<file path="src/rtl/dma_seq_pkg.sv">
package dma_seq_pkg;
  typedef enum logic [1:0] {
    RD_BYTE = 2'd0,
    RD_HALF = 2'd1,
    RD_WORD = 2'd2
  } rd_size_e;
endpackage

</file>
<file path="src/rtl/dma_addr_gen.sv">
module dma_addr_gen #(
  parameter int AW = 32,
  parameter int CW = 16,
  parameter int IW = 16
) (
  input  logic          clk,
  input  logic          rst_n,
  input  logic          load,
  input  logic [AW-1:0] src0,
  input  logic [AW-1:0] dst0,
  input  logic [CW-1:0] bcnt0,
  input  logic [CW-1:0] ccnt0,
  input  logic [IW-1:0] src_astep,
  input  logic [IW-1:0] dst_astep,
  input  logic [IW-1:0] src_fstep,
  input  logic [IW-1:0] dst_fstep,
  input  logic          step,
  output logic [AW-1:0] cur_src,
  output logic [AW-1:0] cur_dst,
  output logic          active,
  output logic          done
);
  localparam int XW = AW - IW;

  logic [CW-1:0] b_reload, b_left, c_left;
  logic [AW-1:0] sa_q, da_q, sf_q, df_q;

  function automatic logic [AW-1:0] sext(input logic [IW-1:0] v);
    return {{XW{v[IW-1]}}, v};
  endfunction

  always_ff @(posedge clk) begin
    if (!rst_n) begin
      cur_src  <= '0;
      cur_dst  <= '0;
      b_reload <= '0;
      b_left   <= '0;
      c_left   <= '0;
      sa_q     <= '0;
      da_q     <= '0;
      sf_q     <= '0;
      df_q     <= '0;
      active   <= 1'b0;
      done     <= 1'b0;
    end else begin
      done <= 1'b0;
      if (load) begin
        cur_src  <= src0;
        cur_dst  <= dst0;
        b_reload <= (bcnt0 == '0) ? CW'(1) : bcnt0;
        b_left   <= (bcnt0 == '0) ? CW'(1) : bcnt0;
        c_left   <= ccnt0;
        sa_q     <= sext(src_astep);
        da_q     <= sext(dst_astep);
        sf_q     <= sext(src_fstep);
        df_q     <= sext(dst_fstep);
        active   <= (ccnt0 != '0);
      end else if (step && active) begin
        if (b_left > CW'(1)) begin
          cur_src <= cur_src + sa_q;
          cur_dst <= cur_dst + da_q;
          b_left  <= b_left - CW'(1);
        end else begin
          cur_src <= cur_src + sf_q;
          cur_dst <= cur_dst + df_q;
          b_left  <= b_reload;
          c_left  <= c_left - CW'(1);
          if (c_left == CW'(1)) begin
            active <= 1'b0;
            done   <= 1'b1;
          end
        end
      end
    end
  end
endmodule

</file>
<file path="src/rtl/dma_req_stage.sv">
module dma_req_stage #(
  parameter int AW = 32,
  parameter int CW = 16
) (
  input  logic          clk,
  input  logic          rst_n,
  input  logic          load,
  input  logic [CW-1:0] acnt0,
  input  logic          evt,
  input  logic          active,
  input  logic [AW-1:0] cur_src,
  input  logic [AW-1:0] cur_dst,
  input  logic          req_ready,
  output logic          req_valid,
  output logic [AW-1:0] req_src,
  output logic [AW-1:0] req_dst,
  output logic [CW-1:0] req_bytes,
  output logic          take,
  output logic          missed
);
  logic [CW-1:0] acnt_q;

  assign take = evt && active && !req_valid;

  always_ff @(posedge clk) begin
    if (!rst_n) begin
      acnt_q    <= '0;
      req_valid <= 1'b0;
      req_src   <= '0;
      req_dst   <= '0;
      req_bytes <= '0;
      missed    <= 1'b0;
    end else begin
      if (load) acnt_q <= acnt0;
      if (take) begin
        req_valid <= 1'b1;
        req_src   <= cur_src;
        req_dst   <= cur_dst;
        req_bytes <= acnt_q;
      end else if (req_valid && req_ready) begin
        req_valid <= 1'b0;
      end
      if (load) missed <= 1'b0;
      else if (evt && active && req_valid) missed <= 1'b1;
    end
  end
endmodule

</file>
<file path="src/rtl/dma_rd_port.sv">
module dma_rd_port #(
  parameter int DW = 32
) (
  input  logic                     clk,
  input  logic                     rst_n,
  input  logic                     cpu_rd,
  input  logic [1:0]               size,
  input  logic [$clog2(DW/8)-1:0]  off,
  input  logic [DW-1:0]            live,
  output logic                     rd_valid,
  output logic [DW-1:0]            rd_data
);
  import dma_seq_pkg::*;
  localparam int OW = $clog2(DW/8);

  logic [DW-1:0] hold, base, shifted, data_n;
  logic          narrow;
  logic [OW-1:0] sh_amt;

  always_comb begin
    narrow  = (size == RD_BYTE) || (size == RD_HALF);
    sh_amt  = narrow ? off : '0;
    base    = (!narrow || off == '0) ? live : hold;
    shifted = base >> {sh_amt, 3'b000};
    case (size)
      RD_BYTE: data_n = {{(DW-8){1'b0}}, shifted[7:0]};
      RD_HALF: data_n = {{(DW-16){1'b0}}, shifted[15:0]};
      default: data_n = shifted;
    endcase
  end

  always_ff @(posedge clk) begin
    if (!rst_n) begin
      hold     <= '0;
      rd_valid <= 1'b0;
      rd_data  <= '0;
    end else begin
      rd_valid <= cpu_rd;
      if (cpu_rd) begin
        rd_data <= data_n;
        if (narrow && off == '0) hold <= live;
      end
    end
  end
endmodule

</file>
<file path="src/rtl/dma_addr_seq.sv">
module dma_addr_seq #(
  parameter int AW = 32,
  parameter int CW = 16,
  parameter int IW = 16
) (
  input  logic                     clk,
  input  logic                     rst_n,
  input  logic                     cfg_load,
  input  logic [AW-1:0]            cfg_src,
  input  logic [AW-1:0]            cfg_dst,
  input  logic [CW-1:0]            cfg_acnt,
  input  logic [CW-1:0]            cfg_bcnt,
  input  logic [CW-1:0]            cfg_ccnt,
  input  logic [IW-1:0]            cfg_src_astep,
  input  logic [IW-1:0]            cfg_dst_astep,
  input  logic [IW-1:0]            cfg_src_fstep,
  input  logic [IW-1:0]            cfg_dst_fstep,
  input  logic                     sync_evt,
  output logic                     req_valid,
  input  logic                     req_ready,
  output logic [AW-1:0]            req_src,
  output logic [AW-1:0]            req_dst,
  output logic [CW-1:0]            req_bytes,
  output logic                     busy,
  output logic                     done,
  output logic                     missed_evt,
  input  logic                     cpu_rd,
  input  logic [1:0]               cpu_rd_size,
  input  logic [$clog2(AW/8)-1:0]  cpu_rd_off,
  output logic                     rd_valid,
  output logic [AW-1:0]            rd_data
);
  logic [AW-1:0] cur_src, cur_dst;
  logic          take;

  dma_addr_gen #(.AW(AW), .CW(CW), .IW(IW)) u_gen (
    .clk(clk), .rst_n(rst_n), .load(cfg_load),
    .src0(cfg_src), .dst0(cfg_dst), .bcnt0(cfg_bcnt), .ccnt0(cfg_ccnt),
    .src_astep(cfg_src_astep), .dst_astep(cfg_dst_astep),
    .src_fstep(cfg_src_fstep), .dst_fstep(cfg_dst_fstep),
    .step(take), .cur_src(cur_src), .cur_dst(cur_dst),
    .active(busy), .done(done)
  );

  dma_req_stage #(.AW(AW), .CW(CW)) u_req (
    .clk(clk), .rst_n(rst_n), .load(cfg_load), .acnt0(cfg_acnt),
    .evt(sync_evt), .active(busy), .cur_src(cur_src), .cur_dst(cur_dst),
    .req_ready(req_ready), .req_valid(req_valid), .req_src(req_src),
    .req_dst(req_dst), .req_bytes(req_bytes), .take(take), .missed(missed_evt)
  );

  dma_rd_port #(.DW(AW)) u_rd (
    .clk(clk), .rst_n(rst_n), .cpu_rd(cpu_rd), .size(cpu_rd_size),
    .off(cpu_rd_off), .live(cur_dst), .rd_valid(rd_valid), .rd_data(rd_data)
  );
endmodule

</file>
<file path="config.mk">
export PLATFORM = sky130hd
export DESIGN_NAME = dma_addr_seq
export DESIGN_NICKNAME = d
export VERILOG_FILES = /design/src/rtl/dma_seq_pkg.sv /design/src/rtl/dma_addr_gen.sv /design/src/rtl/dma_req_stage.sv /design/src/rtl/dma_rd_port.sv /design/src/rtl/dma_addr_seq.sv
export SDC_FILE = /design/constraint.sdc
export NUM_CORES = 1
export LEC_CHECK = 0
export BUFFER_PORTS_ARGS = -buffer_cell sky130_fd_sc_hd__buf_2
export CORE_ASPECT_RATIO = 1.1
export CORE_MARGIN = 10
export CORE_UTILIZATION = 45
export CTS_BUF_LIST = sky130_fd_sc_hd__clkbuf_4 sky130_fd_sc_hd__clkbuf_8 sky130_fd_sc_hd__clkbuf_16
export DETAILED_ROUTE_END_ITERATION = 16
export PLACE_DENSITY_LB_ADDON = 0.08
export SKIP_LAST_GASP = 1
export SLEW_MARGIN = 25
export SYNTH_ARGS = -nofsm -noshare
export SYNTH_HDL_FRONTEND = slang
export SYNTH_SLANG_ARGS = --single-unit
</file>
<file path="constraint.sdc">
create_clock -name clk -period 12.7 [get_ports clk]
set_clock_uncertainty 0.1 [all_clocks]
set_input_delay 1.905 -clock clk [delete_from_list [all_inputs] [get_ports clk]]
set_output_delay 1.905 -clock clk [all_outputs]
set_load 0.05 [all_outputs]
</file>
# --- Word level (Yosys, flattened, before mapping) ---
# Cells that the tools add are included.
totals:
  reg_bits: 341
  elab_cells: 78
op_classes:
  addsub: 6
  n_lt_le_gt_ge: 1
  n_eq_ne: 3
  shifts: 1
  muxes: 23
  bitwise: 2
  n_reduce_logical: 22
ops:
  columns: ["cell", "n"]
  rows:
  - ["32-bit two-way mux", 7]
  - ["32-bit adder", 4]
  - ["16-bit two-way mux", 7]
  - ["32-bit case mux with 2 select lines", 1]
  - ["32-bit by 5-bit right shift with 32-bit output", 1]
  - ["16-bit by 1-bit subtractor with 16-bit output (second input constant)", 2]
  - ["16-bit by 1-bit == test with 1-bit output (second input constant)", 1]
  - ["16-bit by 1-bit > comparator with 1-bit output (second input constant)", 1]
  - ["16-bit logical NOT", 1]
  - ["16-bit nonzero test", 1]
  - ["1-bit two-way mux", 7]
  - ["1-bit logical AND", 6]
  - ["2-bit nonzero test", 3]
  - ["2-bit logical NOT", 2]
  - ["2-bit AND reduction", 2]
  - ["4-bit OR reduction", 1]
  - ["3-bit AND reduction", 1]
  - ["2-bit by 1-bit == test with 1-bit output (second input constant)", 1]
  - ["1-bit logical NOT", 2]
  - ["1-bit logical OR", 2]
  - ["2-bit two-way mux", 1]
  - ["2-bit inequality test (second input constant)", 1]
  - ["1-bit inverter", 2]
  - ["2-bit OR reduction", 1]

# --- Longest topological paths before layout ---
logic_depth:
  ltp_word: 7
  depth_mapped: 20
  mapped_depth_nobuf: 18

# --- Modules after synthesis ---
# Synthesis repeated with hierarchy kept, for this count alone.
hier_totals:
  hier_cells: 2161
  hier_area_um2: 17784.6
by_module_without_submodules:
  columns: ["module", "instances", "cells_each", "area_each_um2", "seq_area_each_um2"]
  rows:
  - ["dma_addr_gen", 1, 1459, 11264.6, 3563.4]
  - ["dma_req_stage", 1, 406, 3946.3, 1961.9]
  - ["dma_rd_port", 1, 296, 2573.7, 1141.1]

# --- Worst setup path after synthesis ---
# No wires, ideal clock.
synth_path:
  path_type: "reg2reg"
  start: "register u_gen.b_left[0]"
  end: "register u_gen.cur_src[28]"
  setup_ns: 0.125
  t_arrival_ns: 4.030
  setup_slack_ns: 8.445
  path_stages_with_launch: 21
  n_path_buf: 2
  cell_sequence: "dfxtp_1 -> inv_1 -> ha_1 -> nor2_1 -> nor2_1 -> nand3_2 -> buf_2 -> buf_1 -> mux2_2 -> ha_1 -> inv_1 -> fa_1 -> nor2b_4 -> o31a_1 -> o41a_1 -> a41o_4 -> a31oi_4 -> o21ai_2 -> a41oi_1 -> xor2_1 -> o21ai_1"
synth_via:
  elab_chain_cells: 4
synth_rtl:
  columns: ["item", "line_no", "text"]
  rows:
  - ["start: declaration", "dma_addr_gen.sv:25", "logic [CW-1:0] b_reload, b_left, c_left;"]
  - ["start signal: assignment", "dma_addr_gen.sv:51", "b_left <= (bcnt0 == '0) ? CW'(1) : bcnt0;"]
  - ["start signal: assignment", "dma_addr_gen.sv:62", "b_left <= b_left - CW'(1);"]
  - ["start signal: assignment", "dma_addr_gen.sv:66", "b_left <= b_reload;"]
  - ["16-bit by 1-bit > comparator with 1-bit output", "dma_addr_gen.sv:59", "if (b_left > CW'(1)) begin"]
  - ["32-bit two-way mux", "dma_addr_gen.sv:59", null]
  - ["32-bit two-way mux", "dma_addr_gen.sv:58", "end else if (step && active) begin"]
  - ["32-bit two-way mux", "dma_addr_gen.sv:47", "if (load) begin"]
  - ["end signal: assignment", "dma_addr_gen.sv:48", "cur_src <= src0;"]
  - ["end signal: assignment", "dma_addr_gen.sv:60", "cur_src <= cur_src + sa_q;"]
  - ["end signal: assignment", "dma_addr_gen.sv:64", "cur_src <= cur_src + sf_q;"]
  - ["end: declaration", "dma_addr_gen.sv:18", "output logic [AW-1:0] cur_src,"]
# No other way between the ends. The select of a mux whose other input is x is not followed.
# A chain may end at the register's enable or synchronous reset.

# --- Worst setup path in the final report ---
layout_path:
  start: "register u_gen.b_left[0]"
  end: "register u_gen.cur_dst[28]"
layout_via:
  elab_chain_cells: 4
layout_rtl:
  columns: ["item", "line_no", "text"]
  rows:
  - ["16-bit by 1-bit > comparator with 1-bit output", "dma_addr_gen.sv:59", null]
  - ["32-bit two-way mux", "dma_addr_gen.sv:59", null]
  - ["32-bit two-way mux", "dma_addr_gen.sv:58", null]
  - ["32-bit two-way mux", "dma_addr_gen.sv:47", null]
  - ["end signal: assignment", "dma_addr_gen.sv:49", "cur_dst <= dst0;"]
  - ["end signal: assignment", "dma_addr_gen.sv:61", "cur_dst <= cur_dst + da_q;"]
  - ["end signal: assignment", "dma_addr_gen.sv:65", "cur_dst <= cur_dst + df_q;"]
  - ["end: declaration", "dma_addr_gen.sv:19", "output logic [AW-1:0] cur_dst,"]
# No other way between the ends. The select of a mux whose other input is x is not followed.

==> run_results.csv <==
group,metric,value,unit
hold_path,holdCritStartpoint,"u_req.req_dst[3]",
floorplanning,die_w,209,µm
global_routing,grt_overflow,0,
clock_tree,cts_root_buf,"clkbuf_16",
critical_path,r2r-start,"u_gen.b_left[0]",
floorplanning,core,39000,µm²
global_routing,antenna_found_initial,2,
sta,relSlewSlack,0.383,
critical_path,crit_path_cell_trace,"inv_1, ha_1, nor2_1, nor2_1, nand3_2, buf_4, mux2_2, ha_1, inv_1, fa_1, nor2b_1, o31ai_2, a21oi_1, a21boi_1, nand2b_1, a31o_2, a221oi_1, xor2_1, a21oi_1",
sta,worst_slew_pin_slew,0.926,ns
route,dr_total_vias,15600,
final_layout,drive_above_1_share,0.193,
global_routing,grt_pass1_wl,85000,µm
run_status,status,"completed",
power,ir_worst_vdd,0.112,mV
route,drt_first_pass_iters,5,
global_routing,track_usage,0.220,
final_layout,synthToLayoutAreaGrowth,17.2,%
final_layout,fin_util,0.530,
clock_tree,post_cts.resized_instances,0,
clock_tree,cts_tree,"built",
sta,tns,0,ns
clock_tree,cts_made_buffers,38,
route,postRouteAntennaNets,0,
critical_path,arrival,5.19,ns
sta,period_needed,4.89,ns
placement,port_buffers,302,
critical_path,r2r_end,"u_gen.cur_dst[28]",
route,wl_per_cell,19.3,µm
clock_tree,cts.path.max_buffers,3,
route,first_iter_violations,886,
critical_path,r2r_setup_slack,7.81,ns
route,drt_wl_total,54700,µm
power,power.density,130,nW/µm²
clock_tree,cts_sinks,333,
route,viasPerCell,5.50,
global_routing,grt_max_degree,131,
synthesis,syn_area,17600,µm²
floorplanning,die_h,228,µm
clock_tree,post_cts.repair.setup_buffers,0,
clock_tree,clk_latency,0.55,ns
power,power.leakage,8.91,nW
final_layout,nNetsFinal,2558,
critical_path,cp-end-kind,"flip-flop",
synthesis,synth_edf_count,0,
sta,max_clock_freq,0.204,GHz
floorplanning,rows,76,
placement,placed_cell_area,19400,µm²
critical_path,crit_slowest_cell,"buf_4",
critical_path,critPathKind,"flip-flop to flip-flop",
sta,period_share,0.385,
sta,rsz0062_at_grt,"false",
critical_path,cp_max_fo,41,
synthesis,syn_inst,2087,
placement,gp_congestion,0.895,
clock_tree,clk_pin_slew,0.06,ns
floorplanning,io_pins,303,
synthesis,synthArstFlopShare,0,
critical_path,worst_path_largest_cell_delay,0.55,ns
synthesis,yosysWarnings,0,
placement,dpl.hpwl,39600,µm
run,maxCapViolations,0,
synthesis,syn_avg_cell_area,8.45,µm²
critical_path,worstRegToRegCells,19,
route,drcViolationCount,0,
critical_path,crit_end,"u_gen.cur_dst[28]",
floorplanning,dieArea,47500,µm²
synthesis,ys_seq_area_frac,0.378,
synthesis,synth_fp_nets,2345,
sta,slew_viol_final,0,
clock_tree,htreeDepth,2,
critical_path,critPathLaunch,"u_gen.b_left[0]",
critical_path,critical_path_required,12.99,ns
final_layout,postLayoutCellArea,20700,µm²
synthesis,dominantRegCellSynth,"dfxtp_1",
sta,hold_violations,0,
clock_tree,hold_buffers,0,
global_routing,grt_pass1_vias,15400,
floorplanning,start_util,0.452,
sta,finalSetupViolations,0,
critical_path,start_kind,"flip-flop",
synthesis,synthDistinctLibCells,79,
hold_path,hp-class,"flip-flop to flip-flop",
synthesis,synth_seq_cells,333,
worst min path at each step:
stage                          endpoint  slack (ns)  cells after the start
finish                 u_req.req_dst[3]        0.36                      2
global route         u_req.req_bytes[5]        0.38                      2
CTS                   u_req.req_dst[22]        0.36                      2
global placement    u_req.req_bytes[15]        0.35                      2
floorplan             u_gen.b_reload[0]        0.33                      2
detailed placement    u_req.req_dst[22]        0.36                      2
area by class of cell:
cell class                      instances  area [µm²]
Fill cell                            3776       18300
Antenna cell                            1        2.50
Clock buffer                           60        1220
Sequential cell                       333        6670
Tap cell                              507         634
Timing Repair Buffer                  315        1630
Inverter                               33         124
Multi-Input combinational cell       1579       10300
Clock inverter                          8        67.6
metrics by stage:
step / total power [mW] / cells / hold WS [ns] / worst slack [ns]
global placement: 1.59 / 2767 / 0.347 / 7.93
detailed placement: 1.60 / 2767 / 0.356 / 7.82
CTS: 2.72 / 2835 / 0.364 / 7.80
finish: 2.69 / 2836 / 0.360 / 7.81
floorplan: 1.46 / 2087 / 0.335 / 8.44
global route: 2.80 / 2836 / 0.383 / 7.37
placed cells by master (no fill, tap or decap), types with 9 or more instances in the layout:
master and instances:
nor2_1 73, nand3_1 39, mux2i_1 91, a211oi_1 17, inv_1 32, a22oi_1 18
clkbuf_8 10, nor4_1 14, o211ai_1 21, o221ai_1 11, a21oi_1 155, nor3_1 17
clkbuf_4 11, and2_1 21, buf_4 12, xnor2_1 37, a31oi_1 14, or3_1 9
mux2_2 33, dfxtp_1 333, buf_2 300, nand2_1 340, a41oi_1 11, nor2b_1 107
clkbuf_16 41, xor2_1 36, nand2b_1 35, ha_1 70, o21ai_0 97, a21boi_0 135
and3_1 12, o211a_1 24, a21o_1 32
flip-flops by register name, summed over array words and instances, names as in the netlist:
signal / cells
u_req.missed: 1
u_req.acnt_q: 16
u_rd.rd_valid: 1
u_gen.da_q: 16
u_gen.b_left: 16
u_gen.cur_dst: 32
u_gen.cur_src: 32
u_req.req_valid: 1
u_req.req_src: 32
u_rd.rd_data: 32
u_rd.hold: 24
u_gen.active: 1
u_gen.done: 1
u_req.req_dst: 32
u_gen.sf_q: 16
u_gen.sa_q: 16
u_gen.c_left: 16
u_gen.b_reload: 16
u_gen.df_q: 16
u_req.req_bytes: 16
cells by family after synthesis:
| group | synth area share |
|---|---|
| AND/OR/NAND/NOR | 0.191 |
| AO/OA/AOI/OAI | 0.231 |
| flip-flops | 0.378 |
| buffers and inverters | 0.0375 |
| multiplexers | 0.0736 |
| XOR/XNOR | 0.0376 |
| adder cells (fa/ha/maj) | 0.0519 |
critical path: cells and delay by family, from the launching register on:
family / cells / cell delay [ns]
buf+inv: 3 / 0.70
fa+ha+maj: 3 / 0.66
compound gates: 6 / 1.53
flops: 1 / 0.40
xor+xnor: 1 / 0.20
simple gates: 5 / 0.68
mux: 1 / 0.41
metal layers:
metal	up-vias	share of wire	global-route usage
met3	92	0.044	0.0357
met5	-	0	0
met2	395	0.49	0.384
met4	0	0.036	0.0926
met1	7340	0.43	0.265
li1	7779	-	-
report_power, final:
part | switching [mW] | internal, mW
Clock | 0.436 | 0.679
Sequential | 0.0486 | 1.10
Combinational | 0.260 | 0.170
Yosys cell counts, types with 21 or more instances:
| cell type | instances | area share |
|---|---|---|
| nand2b_1 | 35 | 0.012 |
| nand3_1 | 39 | 0.011 |
| o211a_1 | 24 | 0.014 |
| mux2i_1 | 91 | 0.052 |
| nor2_1 | 74 | 0.016 |
| xor2_1 | 36 | 0.018 |
| nor2b_1 | 107 | 0.038 |
| clkbuf_1 | 121 | 0.026 |
| a21o_1 | 32 | 0.014 |
| o211ai_1 | 21 | 0.0089 |
| xnor2_1 | 37 | 0.018 |
| and2_1 | 21 | 0.0075 |
| a21oi_1 | 155 | 0.044 |
| mux2_2 | 33 | 0.021 |
| nand2_1 | 340 | 0.072 |
| ha_1 | 70 | 0.050 |
| inv_1 | 32 | 0.0068 |
| a21boi_0 | 135 | 0.057 |
| o21ai_0 | 97 | 0.028 |
| dfxtp_1 | 333 | 0.38 |
Note: power is estimated with default switching activity, not from simulation.
